## config.mk

```make
export PLATFORM = sky130hd
export DESIGN_NAME = vedic_mul4
export DESIGN_NICKNAME = d
export VERILOG_FILES = /design/src/rtl/vm_pkg.sv /design/src/rtl/vm_half_add.sv /design/src/rtl/vm_full_add.sv /design/src/rtl/vm_ripple.sv /design/src/rtl/vm_cross2.sv /design/src/rtl/vedic_mul4.sv
export SDC_FILE = /design/constraint.sdc
export NUM_CORES = 1
export LEC_CHECK = 0
export BUFFER_PORTS_ARGS = -buffer_cell sky130_fd_sc_hd__buf_2
export CORE_MARGIN = 5
export CORE_UTILIZATION = 40
export DETAILED_ROUTE_END_ITERATION = 16
export GPL_TIMING_DRIVEN = 1
export PLACE_DENSITY = 0.6
export SYNTH_ARGS = -nofsm -noshare
export SYNTH_HDL_FRONTEND = slang
export SYNTH_SLANG_ARGS = --single-unit
```

## constraint.sdc

```tcl
create_clock -name clk -period 6.8 [get_ports clk]
set_clock_uncertainty 0.2 [all_clocks]
set_input_delay 1.7 -clock clk [delete_from_list [all_inputs] [get_ports clk]]
set_output_delay 1.7 -clock clk [all_outputs]
set_load 0.02 [all_outputs]
```

## src/rtl/vm_pkg.sv

```systemverilog
// Shared widths for the crosswise multiplier.
// Assumes even operand width; the structure is built for 4-bit operands.
package vm_pkg;
    localparam int OPW = 4;          // operand width
    localparam int HW  = OPW / 2;    // half-operand width
    localparam int SPW = 2 * HW;     // sub-product width
    localparam int PW  = 2 * OPW;    // product width
    typedef logic [PW-1:0]  prod_t;
    typedef logic [SPW-1:0] sub_t;
endpackage

```

## src/rtl/vm_half_add.sv

```systemverilog
// One-bit half adder: sum is XOR, carry is AND. No assumptions.
module vm_half_add (
    input  logic x,
    input  logic y,
    output logic s,
    output logic c
);
    // sum and carry of two bits
    always_comb begin
        s = x ^ y;
        c = x & y;
    end
endmodule

```

## src/rtl/vm_full_add.sv

```systemverilog
// One-bit full adder: XOR sum, majority-of-three carry. No assumptions.
module vm_full_add (
    input  logic x,
    input  logic y,
    input  logic ci,
    output logic s,
    output logic co
);
    // sum and majority carry
    always_comb begin
        s  = x ^ y ^ ci;
        co = (x & y) | (x & ci) | (y & ci);
    end
endmodule

```

## src/rtl/vm_ripple.sv

```systemverilog
// W-bit ripple-carry adder built as a serial chain of full adders.
// Assumes W >= 1.
module vm_ripple #(
    parameter int W = 4
) (
    input  logic [W-1:0] x,
    input  logic [W-1:0] y,
    input  logic         ci,
    output logic [W-1:0] s,
    output logic         co
);
    logic [W:0] cy;

    // carry enters at bit 0
    always_comb cy[0] = ci;

    for (genvar i = 0; i < W; i++) begin : g_bit
        vm_full_add u_fa (
            .x (x[i]),
            .y (y[i]),
            .ci(cy[i]),
            .s (s[i]),
            .co(cy[i+1])
        );
    end

    // carry leaves at the top
    always_comb co = cy[W];
endmodule

```

## src/rtl/vm_cross2.sv

```systemverilog
// 2x2 crosswise multiplier: four AND terms, two half adders.
// Output is the full 4-bit unsigned product of two 2-bit values.
module vm_cross2 (
    input  logic [1:0] a,
    input  logic [1:0] b,
    output logic [3:0] p
);
    logic t00, t10, t01, t11;
    logic s_mid, c_mid, s_top, c_top;

    // the four partial-product bits
    always_comb begin
        t00 = a[0] & b[0];
        t10 = a[1] & b[0];
        t01 = a[0] & b[1];
        t11 = a[1] & b[1];
    end

    vm_half_add u_ha_mid (.x(t10), .y(t01),   .s(s_mid), .c(c_mid));
    vm_half_add u_ha_top (.x(t11), .y(c_mid), .s(s_top), .c(c_top));

    // pack the sub-product
    always_comb p = {c_top, s_top, s_mid, t00};
endmodule

```

## src/rtl/vedic_mul4.sv

```systemverilog
// Unsigned 4x4 multiplier. Four 2x2 crosswise sub-products are merged
// by three 4-bit ripple adders. REG_OUT=1 registers the result and the
// valid strobe (one-cycle latency); REG_OUT=0 leaves the path combinational.
// Assumes synchronous active-low reset.
module vedic_mul4
    import vm_pkg::*;
#(
    parameter bit REG_OUT = 1'b1
) (
    input  logic           clk,
    input  logic           rst_n,
    input  logic           in_valid,
    input  logic [OPW-1:0] op_a,
    input  logic [OPW-1:0] op_b,
    output logic           out_valid,
    output logic [PW-1:0]  out_prod
);
    logic [HW-1:0] a_lo, a_hi, b_lo, b_hi;
    sub_t  p_ll, p_lh, p_hl, p_hh;
    sub_t  sum1, sum2, sum3;
    logic  cy1, cy2, cy3, mid_cy;
    prod_t comb_prod;

    // split operands into halves
    always_comb begin
        a_lo = op_a[HW-1:0];
        a_hi = op_a[OPW-1:HW];
        b_lo = op_b[HW-1:0];
        b_hi = op_b[OPW-1:HW];
    end

    vm_cross2 u_ll (.a(a_lo), .b(b_lo), .p(p_ll));
    vm_cross2 u_lh (.a(a_lo), .b(b_hi), .p(p_lh));
    vm_cross2 u_hl (.a(a_hi), .b(b_lo), .p(p_hl));
    vm_cross2 u_hh (.a(a_hi), .b(b_hi), .p(p_hh));

    vm_ripple #(.W(SPW)) u_add1 (
        .x(p_lh), .y(p_hl), .ci(1'b0), .s(sum1), .co(cy1));
    vm_ripple #(.W(SPW)) u_add2 (
        .x(sum1), .y({{(SPW-HW){1'b0}}, p_ll[SPW-1:HW]}), .ci(1'b0),
        .s(sum2), .co(cy2));

    // combined middle carry (cy1 and cy2 are exclusive)
    always_comb mid_cy = cy1 | cy2;

    vm_ripple #(.W(SPW)) u_add3 (
        .x(p_hh), .y({1'b0, mid_cy, sum2[SPW-1:HW]}), .ci(1'b0),
        .s(sum3), .co(cy3));

    // assemble the product
    always_comb comb_prod = {sum3, sum2[HW-1:0], p_ll[HW-1:0]};

    if (REG_OUT) begin : g_reg
        // output register: valid follows strobe, product loads on valid
        always_ff @(posedge clk) begin
            if (!rst_n) begin
                out_valid <= 1'b0;
                out_prod  <= '0;
            end else begin
                out_valid <= in_valid;
                if (in_valid) out_prod <= comb_prod;
            end
        end

        a_r8_product_next: assert property (@(posedge clk) disable iff (!rst_n)
            in_valid |=> (out_valid && out_prod == PW'($past(op_a) * $past(op_b))));
        a_r9_reset_clears: assert property (@(posedge clk)
            !rst_n |=> (!out_valid && out_prod == '0));
        a_r10_hold_idle: assert property (@(posedge clk) disable iff (!rst_n)
            !in_valid |=> (!out_valid && $stable(out_prod)));
    end else begin : g_comb
        // combinational pass-through
        always_comb begin
            out_valid = in_valid;
            out_prod  = comb_prod;
        end
    end

    a_r1_low_sub: assert property (@(posedge clk) disable iff (!rst_n)
        p_ll == SPW'(a_lo * b_lo));
    a_r3_low_bits: assert property (@(posedge clk) disable iff (!rst_n)
        comb_prod[HW-1:0] == HW'(a_lo * b_lo));
    a_r5_single_mid_carry: assert property (@(posedge clk) disable iff (!rst_n)
        !(cy1 && cy2));
    a_r6_top_no_carry: assert property (@(posedge clk) disable iff (!rst_n)
        !cy3);
    a_r7_exact: assert property (@(posedge clk) disable iff (!rst_n)
        comb_prod == PW'(op_a * op_b));
endmodule

```

==> results of run 1 <==
[registers in the layout (all words and copies together), names as in the netlist]
name / count
out_valid: 1
out_prod: 8
[worst paths after layout]
kind	start	to	slack (ns)	depth (start not counted)
hold / removal	out_prod[0]	out_prod[0]	0.27	2
setup reg to reg	out_prod[7]	out_prod[7]	5.84	2
setup / recovery	op_a[0]	out_prod[6]	1.86	14
hold reg to reg	out_prod[0]	out_prod[0]	0.27	2
[layout make-up]
cell class / instances / area, um^2
clock buffer: 4 / 26.28
fill: 192 / 862.1
inverter: 12 / 45.04
multi-input combinational: 54 / 524.3
sequential: 9 / 180.2
tap: 25 / 31.28
timing repair buffer: 19 / 95.09
[critical path, stage by stage]
cell	delay (ns)
buf_2	0.11
and2_1	0.15
ha_1	0.26
inv_1	0.05
fa_1	0.43
fa_1	0.36
inv_1	0.07
fa_1	0.41
ha_1	0.32
fa_1	0.38
inv_1	0.07
fa_1	0.41
nand2_1	0.08
o211a_1	0.12
[power groups by stage]
| stage | logic, mW | registers [mW] | clock network, mW |
|---|---|---|---|
| finish | 0.0485 | 0.0597 | 0.0401 |
| global route | 0.0570 | 0.0603 | 0.0469 |
| CTS | 0.0503 | 0.0597 | 0.0425 |
| detailed placement | 0.0501 | 0.0609 | 0 |
| global placement | 0.0494 | 0.0608 | 0 |
| floorplan | 0.0282 | 0.0670 | 0 |
[logic make-up after synthesis]
logic type               synth area share, %
AND/OR/NAND/NOR                        20.56
flip-flops                             23.68
adder cells (fa/ha/maj)                37.17
XOR/XNOR                               1.152
AO/OA/AOI/OAI                          4.770
buffers and inverters                  7.401
multiplexers                           5.263
[cells in the final DEF (no fill, tap or decap)]
cell and instances:
clkbuf_4 3, fa_1 6, nand3_1 1, buf_2 19, nand2b_1 1, mux2i_1 4
xnor2_1 1, dfxtp_1 9, clkbuf_1 1, nand2_1 2, a22o_1 1, nor2b_1 5
and2_1 15, o211a_1 2, nor2_1 1, ha_1 13, and2_4 1, a21boi_1 1
inv_1 12
[per-stage QoR]
step | instance area, um^2 | worst slack, ns | util (%) | hold slack (ns)
finish | 902.1 | 1.862 | 51.13 | 0.2666
global route | 902.1 | 1.721 | 51.13 | 0.3070
CTS | 902.1 | 1.843 | 51.13 | 0.2702
detailed placement | 875.8 | 1.573 | 49.65 | 0.2605
global placement | 875.8 | 1.614 | 49.65 | 0.2533
floorplan | 760.7 | 1.807 | - | 0.3415
[routing by layer]
metal	track usage (%)	share of wire, %	up-vias
li1	-	-	286
met1	15.04	49	237
met2	17.76	44	13
met3	4.986	6.3	2
met4	2.553	0.68	0
met5	0	0	-
==> flow_metrics.tcl, run 1 <==
set metrics [dict create \
    layout.nets 129 \
    synth_area_leaders "dfxtp_1, ha_1, fa_1" \
    grt_pass1_wl_mm 2.359 \
    synth_most_common_cell "and2_1" \
    clk_latency_ns 0.25 \
    cp.arrival_ns 4.94 \
    core_um2 1764 \
    timing.fmax_mhz 202.5 \
    grt-ovfl-total 0 \
    synth_cell_types 17 \
    worstPathMaxFanout 4 \
    drt-total-wl_mm 1.316 \
    period_minus_slack_ns 4.938 \
    post_cts_buffers 0 \
    die_w_um 53.61 \
    slew_headroom_pct 83.64 \
    syn_area_um2 760.7 \
    numCtsBuffers 3 \
    htreeDepth 1 \
    yosysTopAreaCellShare_pct 23.68 \
    synth-warning-count 0 \
    finalSetupViolCount 0 \
    start_util_pct 43.12 \
    netlist.top_cell.by_area "dfxtp_1" \
    drive_above_1_share_pct 23.47 \
    firstDrtPassIters 3 \
    stdcell_count 123 \
    dp_hpwl_mm 1.142 \
    seqPwrFrac_pct 40.2 \
    n_antenna_cell 0 \
    rsz0062_at_grt "false" \
    synth-main-ff-cell "dfxtp_1" \
    vias_per_cell 4.374 \
    syn_area_per_cell_um2 10.01 \
    wl_per_cell_um 10.70 \
    vias 538 \
    syn_nets 106 \
    drc 0 \
    p_switching_mw 0.04616 \
    synth_seq_cells 9 \
    comb_power_share_pct 32.7 \
    vdd_drop_max_v 0.0001216 \
    pin_count 20 \
    antenna_left 0 \
    holdBufCountCts 0 \
    fin_setup_tns_ns 0 \
    cts_tree "done" \
    numPortBuffers 19 \
    power_density_nw_per_um2 164.3 \
    min_path_type "reg -> reg" \
    dp_cells 119 \
    track_usage_pct 11.58 \
    cts.sinks 9 \
    core.rowCount 15 \
    p_total_mw 0.1483 \
    synthTopCellsByCount "and2_1, ha_1, inv_1, dfxtp_1, fa_1" \
    cap_violations 0 \
    synth_edf_count 0 \
    cp-end-kind "flop" \
    crit_path_start_kind "primary input" \
    crit_type "in -> reg" \
    p_int_mw 0.1021 \
    final_hold_viol_count 0 \
    syn_to_final_growth_pct 18.59 \
    fin_crit_sh_pct 72.61 \
    gp_congestion 0.7624 \
    root_buffer "clkbuf_4" \
    yosysSeqAreaShare_pct 23.68 \
    die_area_um2 2874 \
    p_clk_share_pct 27.1 \
    status "finished, final reports clean" \
    slew_viol_final 0 \
    clockBufferDepth 2 \
    first_global_vias 562 \
    swShare_pct 31.13 \
    crit_required_ns 6.80 \
    ys_async_sr_fraction_pct 0 \
    leakage_nw 0.4983 \
    cts.repair.resized 0 \
    drtIter0Drc 5 \
    synthCells 76 \
    path_clk_slew_ns 0.06 \
    antenna_found_initial 0 \
    worst_slew_pin_slew_ns 0.2454 \
    die_h_um 53.61 \
    grt_max_degree 13 \
]
Note: power is estimated with default switching activity, not from simulation.
==> run 2: changes to the inputs <==
Clock period 6.8 ns to 4.8 ns, I/O delays scaled along.
==> run 2 against run 1 <==
  * Setup slack worse by 1.5 ns
  * Critical path depth is the same
  * Combinational power increased by 43%
==> flow_metrics.tcl, run 2 (synthesis results as in run 1) <==
set metrics [dict create \
    drc 0 \
    drt-total-wl_mm 1.387 \
    wl_met2_um 668 \
    vdd_drop_max_v 0.0001506 \
    post-place-ws_ns 0.08321 \
    n_antenna_cell 0 \
    die_area_um2 2874 \
    dp_cells 119 \
    worst_slack_ns 0.3700 \
    numPortBuffers 19 \
    pin_count 20 \
    slew_viol_final 0 \
    crit_path_start_kind "primary input" \
    holdBufCountCts 0 \
    clk_latency_ns 0.26 \
    post_cts_buffers 0 \
    postLayoutCoreUtil_pct 51.13 \
    rsz0062_at_grt "false" \
    p_int_mw 0.1449 \
    final_common_cell "buf_2" \
    regToRegSetupSlack_ns 3.84 \
    p_clk_share_pct 27.6 \
    slew_headroom_pct 83.39 \
    dpl_cell_area_um2 875.8 \
    path_clk_slew_ns 0.06 \
    clockBufferDepth 2 \
    antenna_left 0 \
    leakage_nw 0.4983 \
    period_minus_slack_ns 4.430 \
    core_um2 1764 \
    fillCellCount 195 \
    die_h_um 53.61 \
    crit_required_ns 4.81 \
    min_path_type "reg -> reg" \
    worst_slew_pin_slew_ns 0.2491 \
    core.rowCount 15 \
    antenna_found_initial 0 \
    crit_type "in -> reg" \
    fin_setup_tns_ns 0 \
    power_density_nw_per_um2 235.7 \
    multi_input_area_um2 524.3 \
    final_hold_viol_count 0 \
    comb_power_share_pct 32.6 \
    die_w_um 53.61 \
    top_layer "met4" \
    cts_tree "done" \
    seqPwrFrac_pct 39.8 \
    start_util_pct 43.12 \
    final_cell_mix "buf_2, and2_1, ha_1" \
    worstPathMaxFanout 4 \
    wl_per_cell_um 11.28 \
    swShare_pct 31.88 \
    met1Wirelength_um 585 \
    vias 571 \
    cts.sinks 9 \
    whs_ns 0.2683 \
    cp-end-kind "flop" \
    root_buffer "clkbuf_4" \
    grt_pass1_wl_mm 2.428 \
    gp_congestion 0.7808 \
    track_usage_pct 12.15 \
    timing.fmax_mhz 225.7 \
    layout.nets 129 \
    top_regs "out_prod: 8 flops, out_valid: 1 flops" \
    drtIter0Drc 3 \
    numCtsBuffers 3 \
    cp.arrival_ns 4.44 \
    cap_violations 0 \
    grt-ovfl-total 0 \
    cts.repair.resized 0 \
    largest-register "out_prod" \
    largest_reg_flops 8 \
    finalInstanceArea_um2 902.1 \
    firstDrtPassIters 2 \
    p_total_mw 0.2126 \
    first_global_vias 590 \
    grt_max_degree 13 \
    p_switching_mw 0.06779 \
    status "finished, final reports clean" \
    dp_hpwl_mm 1.164 \
    drive_above_1_share_pct 23.47 \
    fin_crit_sh_pct 92.29 \
    wl_met3_um 119 \
    stdcell_count 123 \
    htreeDepth 1 \
    vias_per_cell 4.642 \
    syn_to_final_growth_pct 18.59 \
    finalSetupViolCount 0 \
    seq_area_um2 180.2 \
]
==> run 2: cell counts in the layout (fill, tap and decap cells not counted) <==
No cell type changed its count.
==> run 2: layer usage <==
metal	GRT usage, %	vias to the layer above
met5	0	-
met4	3.830	0
met3	6.094	2
met2	19.59	14
met1	13.99	269
li1	-	286
==> run 2: layout make-up <==
type,instances,share of cell area (%)
Clock buffer,4,2.913
Inverter,12,4.993
Multi-Input combinational cell,54,58.11
Sequential cell,9,19.97
Tap cell,25,3.467
Timing Repair Buffer,19,10.54
==> run 2: power groups by stage <==
| stage | sequential [mW] | combinational [mW] | clock (mW) |
|---|---|---|---|
| final | 0.0846 | 0.0693 | 0.0588 |
| after global routing | 0.0857 | 0.0788 | 0.0664 |
| after CTS | 0.0846 | 0.0716 | 0.0617 |
| after detailed placement | 0.0862 | 0.0712 | 0 |
| after global placement | 0.0861 | 0.0703 | 0 |
| after floorplan | 0.0949 | 0.0400 | 0 |
==> run 2: path summary, 6_finish.rpt <==
kind / start / depth (start not counted) / to
setup reg to reg: out_prod[7] / 2 / out_prod[7]
hold reg to reg: out_prod[0] / 2 / out_prod[0]
setup / recovery: op_a[1] / 14 / out_prod[6]
hold / removal: out_prod[0] / 2 / out_prod[0]
==> run 2: critical path, stage by stage <==
cell     delay, ns
buf_2         0.11
and2_1        0.15
ha_1          0.27
inv_1         0.05
fa_1          0.43
fa_1          0.36
inv_1         0.07
fa_1          0.41
ha_1          0.32
fa_1          0.39
inv_1         0.08
fa_1          0.40
nand2_1       0.08
o211a_1       0.12
==> run 3: changes to the inputs <==
Settings changed: CELL_PAD_IN_SITES_DETAIL_PLACEMENT from default to 2, CELL_PAD_IN_SITES_GLOBAL_PLACEMENT from default to 2, CORE_UTILIZATION 40 to 31, PLACE_DENSITY 0.6 to 0.74.
==> run 3 against run 2 <==
  * Critical path depth is the same
  * Sequential cell count is the same
  * Sequential power hardly changed
  * Final cell count is 4.1% higher
  * Critical path type unchanged
==> flow_metrics.tcl, run 3 (synthesis results as in run 1) <==
set metrics [dict create \
    status "finished, final reports clean" \
    pin_count 20 \
    cp-end-kind "flop" \
    holdBufCountCts 0 \
    multi_input_area_um2 524.3 \
    crit_required_ns 4.82 \
    p_total_mw 0.2190 \
    rsz0062_at_grt "false" \
    gp_congestion 0.6850 \
    htreeDepth 1 \
    first_global_vias 691 \
    seq_area_um2 180.2 \
    start_util_pct 31.57 \
    cap_violations 0 \
    dp_hpwl_mm 1.577 \
    largest_reg_flops 8 \
    drc 0 \
    min_path_type "reg -> reg" \
    cts.repair.resized 0 \
    numPortBuffers 19 \
    finalSetupViolCount 0 \
    period_minus_slack_ns 4.492 \
    antenna_left 0 \
    track_usage_pct 12.08 \
    cts_tree "done" \
    fin_setup_tns_ns 0 \
    top_regs "out_prod: 8 flops, out_valid: 1 flops" \
    finalInstanceArea_um2 908.4 \
    final_cell_mix "buf_2, and2_1, ha_1" \
    worst_slew_pin_slew_ns 0.2407 \
    crit_type "in -> reg" \
    vdd_drop_max_v 0.0001334 \
    slew_headroom_pct 83.95 \
    antenna_found_initial 0 \
    drtIter0Drc 2 \
    die_area_um2 3544 \
    cp.arrival_ns 4.51 \
    leakage_nw 0.4983 \
    vias 591 \
    numCtsBuffers 3 \
    wl_per_cell_um 14.45 \
    path_clk_slew_ns 0.06 \
    die_h_um 59.54 \
    drt-total-wl_mm 1.849 \
    dpl_cell_area_um2 882.1 \
    clk_latency_ns 0.27 \
    grt-ovfl-total 0 \
    drive_above_1_share_pct 23.47 \
    timing.fmax_mhz 222.6 \
    vias_per_cell 4.617 \
    die_w_um 59.54 \
    final_hold_viol_count 0 \
    largest-register "out_prod" \
    worstPathMaxFanout 4 \
    crit_path_start_kind "primary input" \
    grt_pass1_wl_mm 3.049 \
    slew_viol_final 0 \
    post_cts_buffers 0 \
    firstDrtPassIters 4 \
    cts.sinks 9 \
    syn_to_final_growth_pct 19.41 \
    grt_max_degree 13 \
    fin_crit_sh_pct 93.59 \
    power_density_nw_per_um2 241.1 \
    clockBufferDepth 2 \
    core.rowCount 18 \
    root_buffer "clkbuf_4" \
    layout.nets 129 \
    final_common_cell "buf_2" \
    core_um2 2410 \
    n_antenna_cell 0 \
    fillCellCount 260 \
    postLayoutCoreUtil_pct 37.69 \
]
-- run 3: metrics by stage --
step | setup slack (ns) | instances | hold WS [ns]
2_1_floorplan | 0.3068 | 76 | 0.3415
6_report | 0.3075 | 128 | 0.2715
4_1_cts | 0.2751 | 128 | 0.2823
3_3_place_gp | 0.08862 | 124 | 0.2588
3_5_place_dp | -0.006006 | 124 | 0.2721
5_1_grt | 0.1482 | 128 | 0.2982
-- run 3: final cells by class --
class | instances | share of cell area, %
multi-input cells | 54 | 57.71
repair buffers | 19 | 10.47
well taps | 30 | 4.132
inverters | 12 | 4.959
flip-flops and latches | 9 | 19.83
clock buffers | 4 | 2.893
-- run 3: per-layer routing --
metal / vias to the layer above / share of wire [%] / GRT usage (%)
met5: - / 0 / 0
met4: 0 / 2.4 / 6.646
met3: 4 / 2.2 / 2.179
met2: 11 / 58 / 23.09
met1: 292 / 37 / 12.04
li1: 284 / - / -
-- run 3: where the power goes --
group,internal (mW),total [mW],switching (mW)
clock,0.0321,0.0603,0.0281
sequential,0.0816,0.0849,0.00324
combinational,0.0322,0.0738,0.0416
-- run 3: worst paths after layout --
kind,start,to,slack [ns],depth (start not counted)
min reg2reg,out_prod[0],out_prod[0],0.27,2
max reg2reg,out_prod[7],out_prod[7],3.85,2
max,op_a[1],out_prod[6],0.31,14
min,out_prod[0],out_prod[0],0.27,2
-- run 3: worst max-delay path, stage by stage --
cell and delay, ns:
buf_2 0.12, and2_1 0.16, ha_1 0.27, inv_1 0.05, fa_1 0.43, fa_1 0.36, inv_1 0.07, fa_1 0.42
ha_1 0.33, fa_1 0.39, inv_1 0.08, fa_1 0.42, nand2_1 0.09, o211a_1 0.13
